$ cat src/rtl/tri_ref_pkg.sv
package tri_ref_pkg;

  localparam int NPH = 3;

  // Entry k of a quarter-wave table of depth entries, scaled to full:
  // round(full * sin((k + 0.5) * pi / (2 * depth))), Taylor series in Q30.
  function automatic int quarter_sine(input int k, input int depth, input int full);
    longint x;
    longint t;
    longint s;
    x = (64'sd3373259426 * longint'(2 * k + 1)) / longint'(4 * depth);
    t = x;
    s = x;
    for (int n = 1; n <= 5; n++) begin
      t = (t * x) >>> 30;
      t = (t * x) >>> 30;
      t = -t / longint'((2 * n) * (2 * n + 1));
      s = s + t;
    end
    return int'((s * longint'(full) + (64'sd1 <<< 29)) >>> 30);
  endfunction

endpackage

$ cat src/rtl/tri_ref_rom.sv
module tri_ref_rom #(
  parameter int TBL_AW = 6,
  parameter int DW     = 16
) (
  input  logic [TBL_AW+1:0]     idx,
  output logic signed [DW-1:0]  val
);
  localparam int DEPTH = 1 << TBL_AW;
  localparam int FULL  = (1 << (DW - 1)) - 1;

  logic [DW-1:0]         rom [DEPTH];
  logic [TBL_AW-1:0]     addr;
  logic signed [DW-1:0]  mag;

  for (genvar k = 0; k < DEPTH; k++) begin : g_rom
    assign rom[k] = DW'(tri_ref_pkg::quarter_sine(k, DEPTH, FULL));
  end

  // Quadrants 1 and 3 read the table mirrored; quadrants 2 and 3 negate.
  always_comb begin
    addr = idx[TBL_AW] ? ~idx[TBL_AW-1:0] : idx[TBL_AW-1:0];
    mag  = signed'(rom[addr]);
    val  = idx[TBL_AW+1] ? -mag : mag;
  end
endmodule

$ cat src/rtl/tri_ref_lane.sv
module tri_ref_lane #(
  parameter int TBL_AW = 6,
  parameter int DW     = 16,
  parameter int AW     = 16
) (
  input  logic                 clk,
  input  logic                 rst_n,
  input  logic [TBL_AW+1:0]    idx,
  input  logic [AW-1:0]        amp,
  input  logic                 zero_i,
  output logic signed [DW-1:0] ref_o
);
  localparam int PW = DW + AW + 1;
  localparam logic signed [PW-1:0] PMAX = PW'((1 << (DW - 1)) - 1);

  logic signed [DW-1:0] tbl_val;

  tri_ref_rom #(.TBL_AW(TBL_AW), .DW(DW)) i_rom (
    .idx (idx),
    .val (tbl_val)
  );

  // Amplitude is unsigned Q1.(AW-1); product is floored back and saturated.
  function automatic logic signed [DW-1:0] scale_sat(input logic signed [DW-1:0] s,
                                                     input logic [AW-1:0] a);
    logic signed [PW-1:0] p;
    p = PW'(s) * PW'(signed'({1'b0, a}));
    p = p >>> (AW - 1);
    if (p > PMAX)       return DW'(PMAX);
    else if (p < -PMAX) return DW'(-PMAX);
    else                return p[DW-1:0];
  endfunction

  always_ff @(posedge clk or negedge rst_n) begin
    if (!rst_n) ref_o <= '0;
    else        ref_o <= zero_i ? '0 : scale_sat(tbl_val, amp);
  end
endmodule

$ cat src/rtl/tri_ref_fault_seq.sv
module tri_ref_fault_seq #(
  parameter int DLY_W = 24
) (
  input  logic             clk,
  input  logic             rst_n,
  input  logic             stb_i,
  input  logic [1:0]       phase_i,
  input  logic [DLY_W-1:0] delay_i,
  output logic             active_o,
  output logic [1:0]       fidx_o
);
  logic             pend_q;
  logic [DLY_W-1:0] cnt_q;
  logic             accept;
  logic             wait_done;

  assign accept    = stb_i && (phase_i != 2'd3) && !pend_q && !active_o;
  assign wait_done = pend_q && (cnt_q == '0);

  always_ff @(posedge clk or negedge rst_n) begin
    if (!rst_n) begin
      pend_q   <= 1'b0;
      cnt_q    <= '0;
      active_o <= 1'b0;
      fidx_o   <= 2'd0;
    end else if (accept) begin
      pend_q <= 1'b1;
      cnt_q  <= delay_i;
      fidx_o <= phase_i;
    end else if (wait_done) begin
      pend_q   <= 1'b0;
      active_o <= 1'b1;
    end else if (pend_q) begin
      cnt_q <= cnt_q - 1'b1;
    end
  end

  assert_latch_hold_R8: assert property (@(posedge clk) disable iff (!rst_n)
    active_o |=> (active_o && $stable(fidx_o)));
  assert_pending_hold_R8: assert property (@(posedge clk) disable iff (!rst_n)
    (pend_q && !wait_done) |=> (pend_q && $stable(fidx_o)));
  assert_invalid_ignored_R9: assert property (@(posedge clk) disable iff (!rst_n)
    (stb_i && phase_i == 2'd3 && !pend_q && !active_o) |=> (!pend_q && !active_o));
  assert_entry_after_wait_R4: assert property (@(posedge clk) disable iff (!rst_n)
    $rose(active_o) |-> $past(pend_q));
  assert_accept_arms_R4: assert property (@(posedge clk) disable iff (!rst_n)
    accept |=> (pend_q && !active_o));
endmodule

$ cat src/rtl/tri_ref_gen.sv
module tri_ref_gen #(
  parameter int PH_W      = 16,
  parameter int TBL_AW    = 6,
  parameter int DW        = 16,
  parameter int AW        = 16,
  parameter int DLY_W     = 24,
  parameter int FAULT_CAP = 18918
) (
  input  logic                 clk,
  input  logic                 rst_n,
  input  logic [PH_W-1:0]      phase_inc,
  input  logic [AW-1:0]        amp_req,
  input  logic                 fault_stb,
  input  logic [1:0]           fault_phase,
  input  logic [DLY_W-1:0]     reconf_delay,
  output logic signed [DW-1:0] ref_a,
  output logic signed [DW-1:0] ref_b,
  output logic signed [DW-1:0] ref_c,
  output logic [2:0]           neutral_force,
  output logic                 fault_mode
);
  import tri_ref_pkg::*;

  localparam int AMP_ONE = 1 << (AW - 1);
  localparam logic [PH_W-1:0] OFF120 = PH_W'(((1 << PH_W) + 1) / 3);
  localparam logic [PH_W-1:0] OFF150 = PH_W'((5 * (1 << PH_W) + 6) / 12);

  logic [PH_W-1:0]      acc_q;
  logic                 active;
  logic [1:0]           fidx;
  logic [AW-1:0]        amp_cap;
  logic [AW-1:0]        amp_eff;
  logic signed [DW-1:0] ref_w [NPH];

  tri_ref_fault_seq #(.DLY_W(DLY_W)) i_seq (
    .clk      (clk),
    .rst_n    (rst_n),
    .stb_i    (fault_stb),
    .phase_i  (fault_phase),
    .delay_i  (reconf_delay),
    .active_o (active),
    .fidx_o   (fidx)
  );

  always_ff @(posedge clk or negedge rst_n) begin
    if (!rst_n) acc_q <= '0;
    else        acc_q <= acc_q + phase_inc;
  end

  always_comb begin
    amp_cap = active ? AW'(FAULT_CAP) : AW'(AMP_ONE);
    amp_eff = (amp_req > amp_cap) ? amp_cap : amp_req;
  end

  function automatic logic [PH_W-1:0] base_off(input int p);
    if (p == 1)      return -OFF120;
    else if (p == 2) return OFF120;
    else             return '0;
  endfunction

  // Table index for lane p: normal 0/-120/+120, fault +-150 around the failed phase.
  function automatic logic [TBL_AW+1:0] lane_idx(input int p, input logic [PH_W-1:0] acc,
                                                 input logic flt, input logic [1:0] f);
    logic [PH_W-1:0] ang;
    int fi;
    fi = int'(f);
    if (!flt)                  ang = acc + base_off(p);
    else if (p == (fi + 1) % 3) ang = acc + base_off(fi) - OFF150;
    else                       ang = acc + base_off(fi) + OFF150;
    return ang[PH_W-1 -: TBL_AW+2];
  endfunction

  for (genvar g = 0; g < NPH; g++) begin : g_lane
    logic [TBL_AW+1:0] idx;
    logic              zero;
    assign idx  = lane_idx(g, acc_q, active, fidx);
    assign zero = active && (fidx == 2'(g));

    tri_ref_lane #(.TBL_AW(TBL_AW), .DW(DW), .AW(AW)) i_lane (
      .clk    (clk),
      .rst_n  (rst_n),
      .idx    (idx),
      .amp    (amp_eff),
      .zero_i (zero),
      .ref_o  (ref_w[g])
    );

    always_ff @(posedge clk or negedge rst_n) begin
      if (!rst_n) neutral_force[g] <= 1'b0;
      else        neutral_force[g] <= zero;
    end

    assert_zero_ref_R5: assert property (@(posedge clk) disable iff (!rst_n)
      neutral_force[g] |-> (ref_w[g] == '0));
    assert_fault_cap_R7: assert property (@(posedge clk) disable iff (!rst_n)
      fault_mode |-> (int'(ref_w[g]) <= FAULT_CAP && int'(ref_w[g]) >= -FAULT_CAP));
  end

  always_ff @(posedge clk or negedge rst_n) begin
    if (!rst_n) fault_mode <= 1'b0;
    else        fault_mode <= active;
  end

  assign ref_a = ref_w[0];
  assign ref_b = ref_w[1];
  assign ref_c = ref_w[2];

  assert_single_neutral_R5: assert property (@(posedge clk) disable iff (!rst_n)
    fault_mode |-> ($countones(neutral_force) == 1));
  assert_no_neutral_R5: assert property (@(posedge clk) disable iff (!rst_n)
    !fault_mode |-> (neutral_force == 3'b000));
  assert_mode_sticky_R8: assert property (@(posedge clk) disable iff (!rst_n)
    fault_mode |=> (fault_mode && $stable(neutral_force)));
endmodule

$ cat config.mk
export PLATFORM = sky130hd
export DESIGN_NAME = tri_ref_gen
export DESIGN_NICKNAME = d
export VERILOG_FILES = /design/src/rtl/tri_ref_pkg.sv /design/src/rtl/tri_ref_rom.sv /design/src/rtl/tri_ref_lane.sv /design/src/rtl/tri_ref_fault_seq.sv /design/src/rtl/tri_ref_gen.sv
export SDC_FILE = /design/constraint.sdc
export NUM_CORES = 2
export LEC_CHECK = 0
export BUFFER_PORTS_ARGS = -buffer_cell sky130_fd_sc_hd__buf_2
export CORE_MARGIN = 10
export CORE_UTILIZATION = 33
export CTS_CLUSTER_DIAMETER = 30
export DETAILED_ROUTE_END_ITERATION = 8
export PLACE_DENSITY = 0.51
export SYNTH_ARGS = -nofsm -noshare
export SYNTH_HDL_FRONTEND = slang
export SYNTH_SLANG_ARGS = --single-unit
$ cat constraint.sdc
create_clock -name clk -period 29.4 [get_ports clk]
set_input_delay 5.88 -clock clk [delete_from_list [all_inputs] [get_ports clk]]
set_output_delay 5.88 -clock clk [all_outputs]
set_load 0.05 [all_outputs]
* Yosys cells after proc, flatten, opt, wreduce, memory -nomap -nowiden
Memory sizes are Yosys's and may differ from the RTL's. Index checks and enable logic that the tools add are counted.
Word-level totals: bits in latches 0, memories kept 3, register bits 96, bits in read-only memories 3072, input port bits 61, memory bits (writable) 0
Cells by class: $mul 3, equality and inequality tests 8, reductions and logical operators 16, $add $sub $neg 21, shift-type cells 0, magnitude comparators 10, divide/modulo/power cells 1, bitwise gates (word level) 7, multiplexer cells 51
Memory list:
- (no name shown) | words 64, width 16, rd ports 1, clocked after memory_dff 0, wr ports 0, RTL line tri_ref_rom.sv:22 | mag = signed'(rom[addr]);
- (no name shown) | words 64, width 16, rd ports 1, clocked after memory_dff 0, wr ports 0, RTL line tri_ref_rom.sv:22
- (no name shown) | words 64, width 16, rd ports 1, clocked after memory_dff 0, wr ports 0, RTL line tri_ref_rom.sv:22
Operators by type and width (number):
- 16-bit 2-to-1 mux | 42
- 16-bit adder | 10
- 16-bit by 17-bit multiplier with 33-bit output | 3
- 24-bit 2-to-1 mux | 3
- 18-bit by 16-bit greater-than comparator with 1-bit output (second input constant) | 3
- 18-bit by 16-bit < comparator with 1-bit output (second input constant) | 3
- 16-bit by 15-bit adder with 16-bit output (second input constant) | 3
- 16-bit negation | 3
- 16-bit by 15-bit subtractor with 16-bit output (second input constant) | 3
- 2-bit by 32-bit == test with 1-bit output (first input constant) | 1
- 3-bit by 32-bit == test with 1-bit output (first input constant) | 1
- 32-bit logical NOT | 1
- 32-bit by 3-bit modulo with 32-bit output (second input constant) | 1
- 24-bit logical NOT | 1
- 24-bit by 1-bit subtractor with 24-bit output (second input constant) | 1
- 7-bit >= comparator (second input constant) | 3
- 6-bit NOT with 7-bit output | 3
- 6-bit 2-to-1 mux | 3
- 6-bit NOT | 3
- 16-bit greater-than comparator | 1
- 15-bit 2-to-1 mux | 1
- 1-bit logical AND | 7
- 2-bit == test (second input constant) | 3
- 2-bit AND reduction | 2
- 9 further kinds | 12

* Logic depth before layout (Yosys ltp)
word-level depth 22, mapped depth 60, gate-level depth less buffers 54

* By module
Synthesis repeated with hierarchy kept, for this count alone.
Second synthesis, totals: cell total of the unflattened synthesis 5413, area, all modules 43790.7 µm²
Modules (own cells, without submodules):
- tri_ref_lane at g_lane[1].i_lane | cells an instance 1131, instances 1, area an instance 9771.9 µm²
- tri_ref_lane at g_lane[2].i_lane | cells an instance 1094, instances 1, area an instance 9516.6 µm²
- tri_ref_lane at g_lane[0].i_lane | cells an instance 1089, instances 1, area an instance 9365.2 µm²
- tri_ref_rom at g_lane[1].i_lane.i_rom ... | cells an instance 502, instances 2, area an instance 3393.3 µm²
- tri_ref_gen | cells an instance 475, instances 1, area an instance 3817.4 µm²
- tri_ref_rom at g_lane[0].i_lane.i_rom | cells an instance 441, instances 1, area an instance 2931.6 µm²
- tri_ref_fault_seq | cells an instance 179, instances 1, area an instance 1601.5 µm²

* Least setup slack after synthesis
Ideal clock, no wire load.
path type in2reg, start point input port amp_req[2], end point register g_lane[1].i_lane.ref_o[11], library setup time 0.134 ns, setup slack 13.850 ns, stages 42, path buffers 3, arrival 15.417 ns, cell sequence ha_1 -> nor2b_1 -> o41a_1 -> o21ai_0 -> a21boi_0 -> o21ai_0 -> a21boi_0 -> o311ai_0 -> and2_1 -> a31oi_1 -> nand2_1 -> clkbuf_1 -> o21a_1 -> clkbuf_1 -> clkbuf_1 -> nor2_1 -> fa_1 -> fa_1 -> [6 not listed] -> fa_1 -> inv_1 -> ha_1 -> a21oi_1 -> o21ai_0 -> a21oi_1 -> o21a_1 -> o21bai_1 -> a21o_1 -> a211oi_1 -> and3_1 -> a21boi_1 -> o31ai_1 -> xnor2_1 -> nand4_1 -> or4_4 -> nor4_4 -> o31ai_1
On the way: word-level cells in the longest chain between the ends 7
RTL lines:
- start, declared | RTL line tri_ref_gen.sv:12 | input logic [AW-1:0] amp_req,
- 16-bit greater-than comparator | RTL line tri_ref_gen.sv:52 | amp_eff = (amp_req > amp_cap) ? amp_cap : amp_req;
- 16-bit 2-to-1 mux * | RTL line tri_ref_gen.sv:52
- 16-bit by 17-bit multiplier with 33-bit output * | RTL line tri_ref_lane.sv:27 | p = PW'(s) * PW'(signed'({1'b0, a}));
- 18-bit by 16-bit < comparator with 1-bit output | RTL line tri_ref_lane.sv:30 | else if (p < -PMAX) return DW'(-PMAX);
- 16-bit 2-to-1 mux | RTL line tri_ref_lane.sv:30
- 16-bit 2-to-1 mux * | RTL line tri_ref_lane.sv:29 | if (p > PMAX) return DW'(PMAX);
- 16-bit 2-to-1 mux * | RTL line tri_ref_lane.sv:36 | else ref_o <= zero_i ? '0 : scale_sat(tbl_val, amp);
- end signal, assigned | RTL line tri_ref_lane.sv:36
- end, declared | RTL line tri_ref_lane.sv:11 | output logic signed [DW-1:0] ref_o
Every way passes the cells marked *; elsewhere a longest branch is shown, timed or not. A chain may end at the register's enable or synchronous reset.

* Worst setup path after layout
start point input port amp_req[1], end point register g_lane[1].i_lane.ref_o[6]
The elaborated chain is that of the path after synthesis.

==> run summary <==
Status - finished clean
Clock latency on the worst-skew pair - 0.42 ns
Core ar. - 121000 sq um
Initial antenna violation count - 4
Worst-margin pin slew - 1.14 ns
Post-synthesis sequential area ratio - 5.97%
Layout cell share with drive strength beyond 1 - 7.15%
TritonCTS clock tree - done
Largest net degree at the start of global routing - 50
Vias - 35.7k
Cts repair resizes - 0
Distinct cell type count after synthesis - 110
Commonest non-fill, non-tap cells in the layout - inv_1 (839), nor2_1 (672), fa_1 (580)
Die area - 136000 sq um
GP Congestion - 0.869
Worst Setup Start Kind - input port
Final nets - 6205
Inst Count DP - 6700
Maxcap violations - 0
Setup bufs post-CTS - 0
Cell Count, Final, Fillers Out - 6716
Most common flop cell mapped by yosys - dfrtp_1
Slew Limit Fails - 0
Synthesized area per cell - 7.89 sq um
R2r endpoint - g_lane[1].i_lane.ref_o[6]
Register-to-register setup slack - 13.34 ns
Slew HR - 23.2%
Reg-to-Reg Start - i_seq.fidx_o[0]
Clock sink count - 96
FF-to-FF path depth - 48
Required @ worst endpoint - 29.67 ns
Final wirelength - 130000 microns
Hold WS - 0.567 ns
Die H - 369 microns
CTS Buf Count - 9
Hold EP - i_seq.cnt_q[4]
CTS root buf - clkbuf_16
Tmin final - 16.85 ns
Gate Count Post-Synth - 5094
Starting Density - 33.1%
Final-report setup violation count - 0
Post-Syn Nets - 6213
DP HPWL - 101000 microns
First-pass GRT wire length - 207000 microns
Cell area after synthesis - 40200 sq um
Final Hold Fails - 0
Pre-antenna DRT Iters - 6
PortBufs - 112
Number of global-route vias before repair - 36.1k
Clock slew at reported path FFs - 0.08 ns
WHS Path Cells - 2
Antenna Nets Post-Route - 0
Total negative slack - 0 ns
Arrival @ worst endpoint - 17.12 ns
Slowest-stage cell, CP - o311ai_0
Wire length per cell - 19.3 microns
CTS H-tree lvls - 3
Longest Clk Path Bufs - 2
Hold path start - i_seq.cnt_q[4]
FF+latch count, synth - 96
Yosys Warn Count - 0
Die W - 369 microns
CP peak stage delay - 0.74 ns
Total gr overflow - 0
GRT Resource Usage Total - 18.8%
Ports - 113
F_max - 0.0593 GHz
Crit-path max FO - 23
DRC Markers - 0
Crit share post-route - 57.3%
CP Class - in -> reg
P&R area growth vs syn - 7.34%
Post-synth EDFFs - 0
Post-cts hold buffer count - 0
Diode count - 0
Clock Skews - 0.0302 ns
Placement Rows - 128
Hold crit path type - reg -> reg
Critical Path End Type - flop
Initial drt markers - 2570
Most used cell, CP - fa_1
Commonest non-fill, non-tap cell in the layout - inv_1
FFs w/ async S/R, synth - 100%
RSZ-0062 raised after global routing - no
Vias/cell - 5.32
worst max-delay path: cells and delay by family:
kind | cells | cell delay (ns)
AOI/OAI and AO/OA | 18 | 3.90
adders and majority gates | 8 | 3.65
buffers and inverters | 8 | 1.27
and+or+nand+nor | 8 | 2.13
xor gates and xnor gates | 1 | 0.26
worst max-delay path by stage:
| stage | start | to | slack, ns | cells past startpoint |
|---|---|---|---|---|
| 2_1_floorplan | amp_req[2] | g_lane[1].i_lane.ref_o[11] | 13.85 | 42 |
| 3_3_place_gp | amp_req[1] | g_lane[1].i_lane.ref_o[11] | 12.36 | 43 |
| 3_5_place_dp | amp_req[1] | g_lane[1].i_lane.ref_o[11] | 12.24 | 43 |
| 4_1_cts | amp_req[1] | g_lane[0].i_lane.ref_o[2] | 12.66 | 41 |
| 5_1_grt | amp_req[1] | g_lane[1].i_lane.ref_o[6] | 11.56 | 43 |
| 6_report | amp_req[1] | g_lane[1].i_lane.ref_o[6] | 12.55 | 43 |
sequential cells by signal, indices dropped and copies added, names as in the netlist:
signal and flops:
fault_mode 1, neutral_force 3, i_seq.active_o 1, g_lane.i_lane.ref_o 48, i_seq.cnt_q 24, i_seq.pend_q 1, acc_q 16, i_seq.fidx_o 2
Yosys cell counts, drive strengths merged, types with 14 or more instances:
cell	number	area share [%]
o21ai	196	2.4
clkbuf	210	2.0
mux2i	22	0.55
a31oi	55	0.87
or2	38	0.59
a21o	61	1.1
o21a	30	0.56
a221oi	19	0.48
nor2	672	6.3
nand2	473	4.4
nand4	26	0.40
nor4	25	0.43
or3	15	0.23
dfrtp	96	6.0
a211o	16	0.35
a211oi	52	1.0
xnor2	130	2.9
inv	841	7.8
nand3	66	0.82
and3	33	0.55
xor2	48	1.0
o31ai	27	0.53
o221ai	14	0.32
ha	478	15
a22oi	15	0.28
buf	38	0.45
o22ai	22	0.34
and2	77	1.2
a311oi	15	0.34
o211ai	49	0.99
nand2b	61	0.95
o21bai	30	0.56
nor3	79	1.0
a21oi	253	3.2
fa	580	29
nor2b	21	0.33
o311ai	16	0.35
metal layers:
layer | part of all wire, % | global-route usage [%] | vias up
met5 | 0 | 0 | -
met1 | 45 | 25.5 | 17900
met4 | 2.5 | 5.03 | 0
li1 | - | - | 16700
met2 | 47 | 31.9 | 1043
met3 | 5.1 | 1.81 | 152
per-stage QoR:
step | instance area (sq um) | util, % | worst slack (ns)
finish | 43200 | 35.6 | 12.55
CTS | 43200 | 35.6 | 12.66
global route | 43200 | 35.6 | 11.56
detailed placement | 42900 | 35.3 | 12.24
floorplan | 40200 | - | 13.85
global placement | 42900 | 35.3 | 12.36
area by class of cell:
cell class,count,area (sq um)
Clock inverter,7,85.1
Sequential cell,96,2400
Fill cell,13000,78200
Tap cell,1625,2030
Clock buffer,9,225
Timing Repair Buffer,229,1440
Inverter,847,3180
Multi-Input combinational cell,3903,33800
logic make-up (layout without fill, tap and decap cells):
group,count (synthesis),after routing,synth area share (%)
buffers and inverters,1095,1092,10.3
XOR/XNOR,179,179,4.00
flip-flops,96,96,5.97
multiplexers,33,33,0.940
adder cells (fa/ha/maj),1058,1058,43.7
AND/OR/NAND/NOR,1643,1643,18.4
AO/OA/AOI/OAI,990,990,16.6
Power is left out: the tool's default activity adds up to more than one toggle a clock period on the data nets, which glitch-free logic cannot reach.
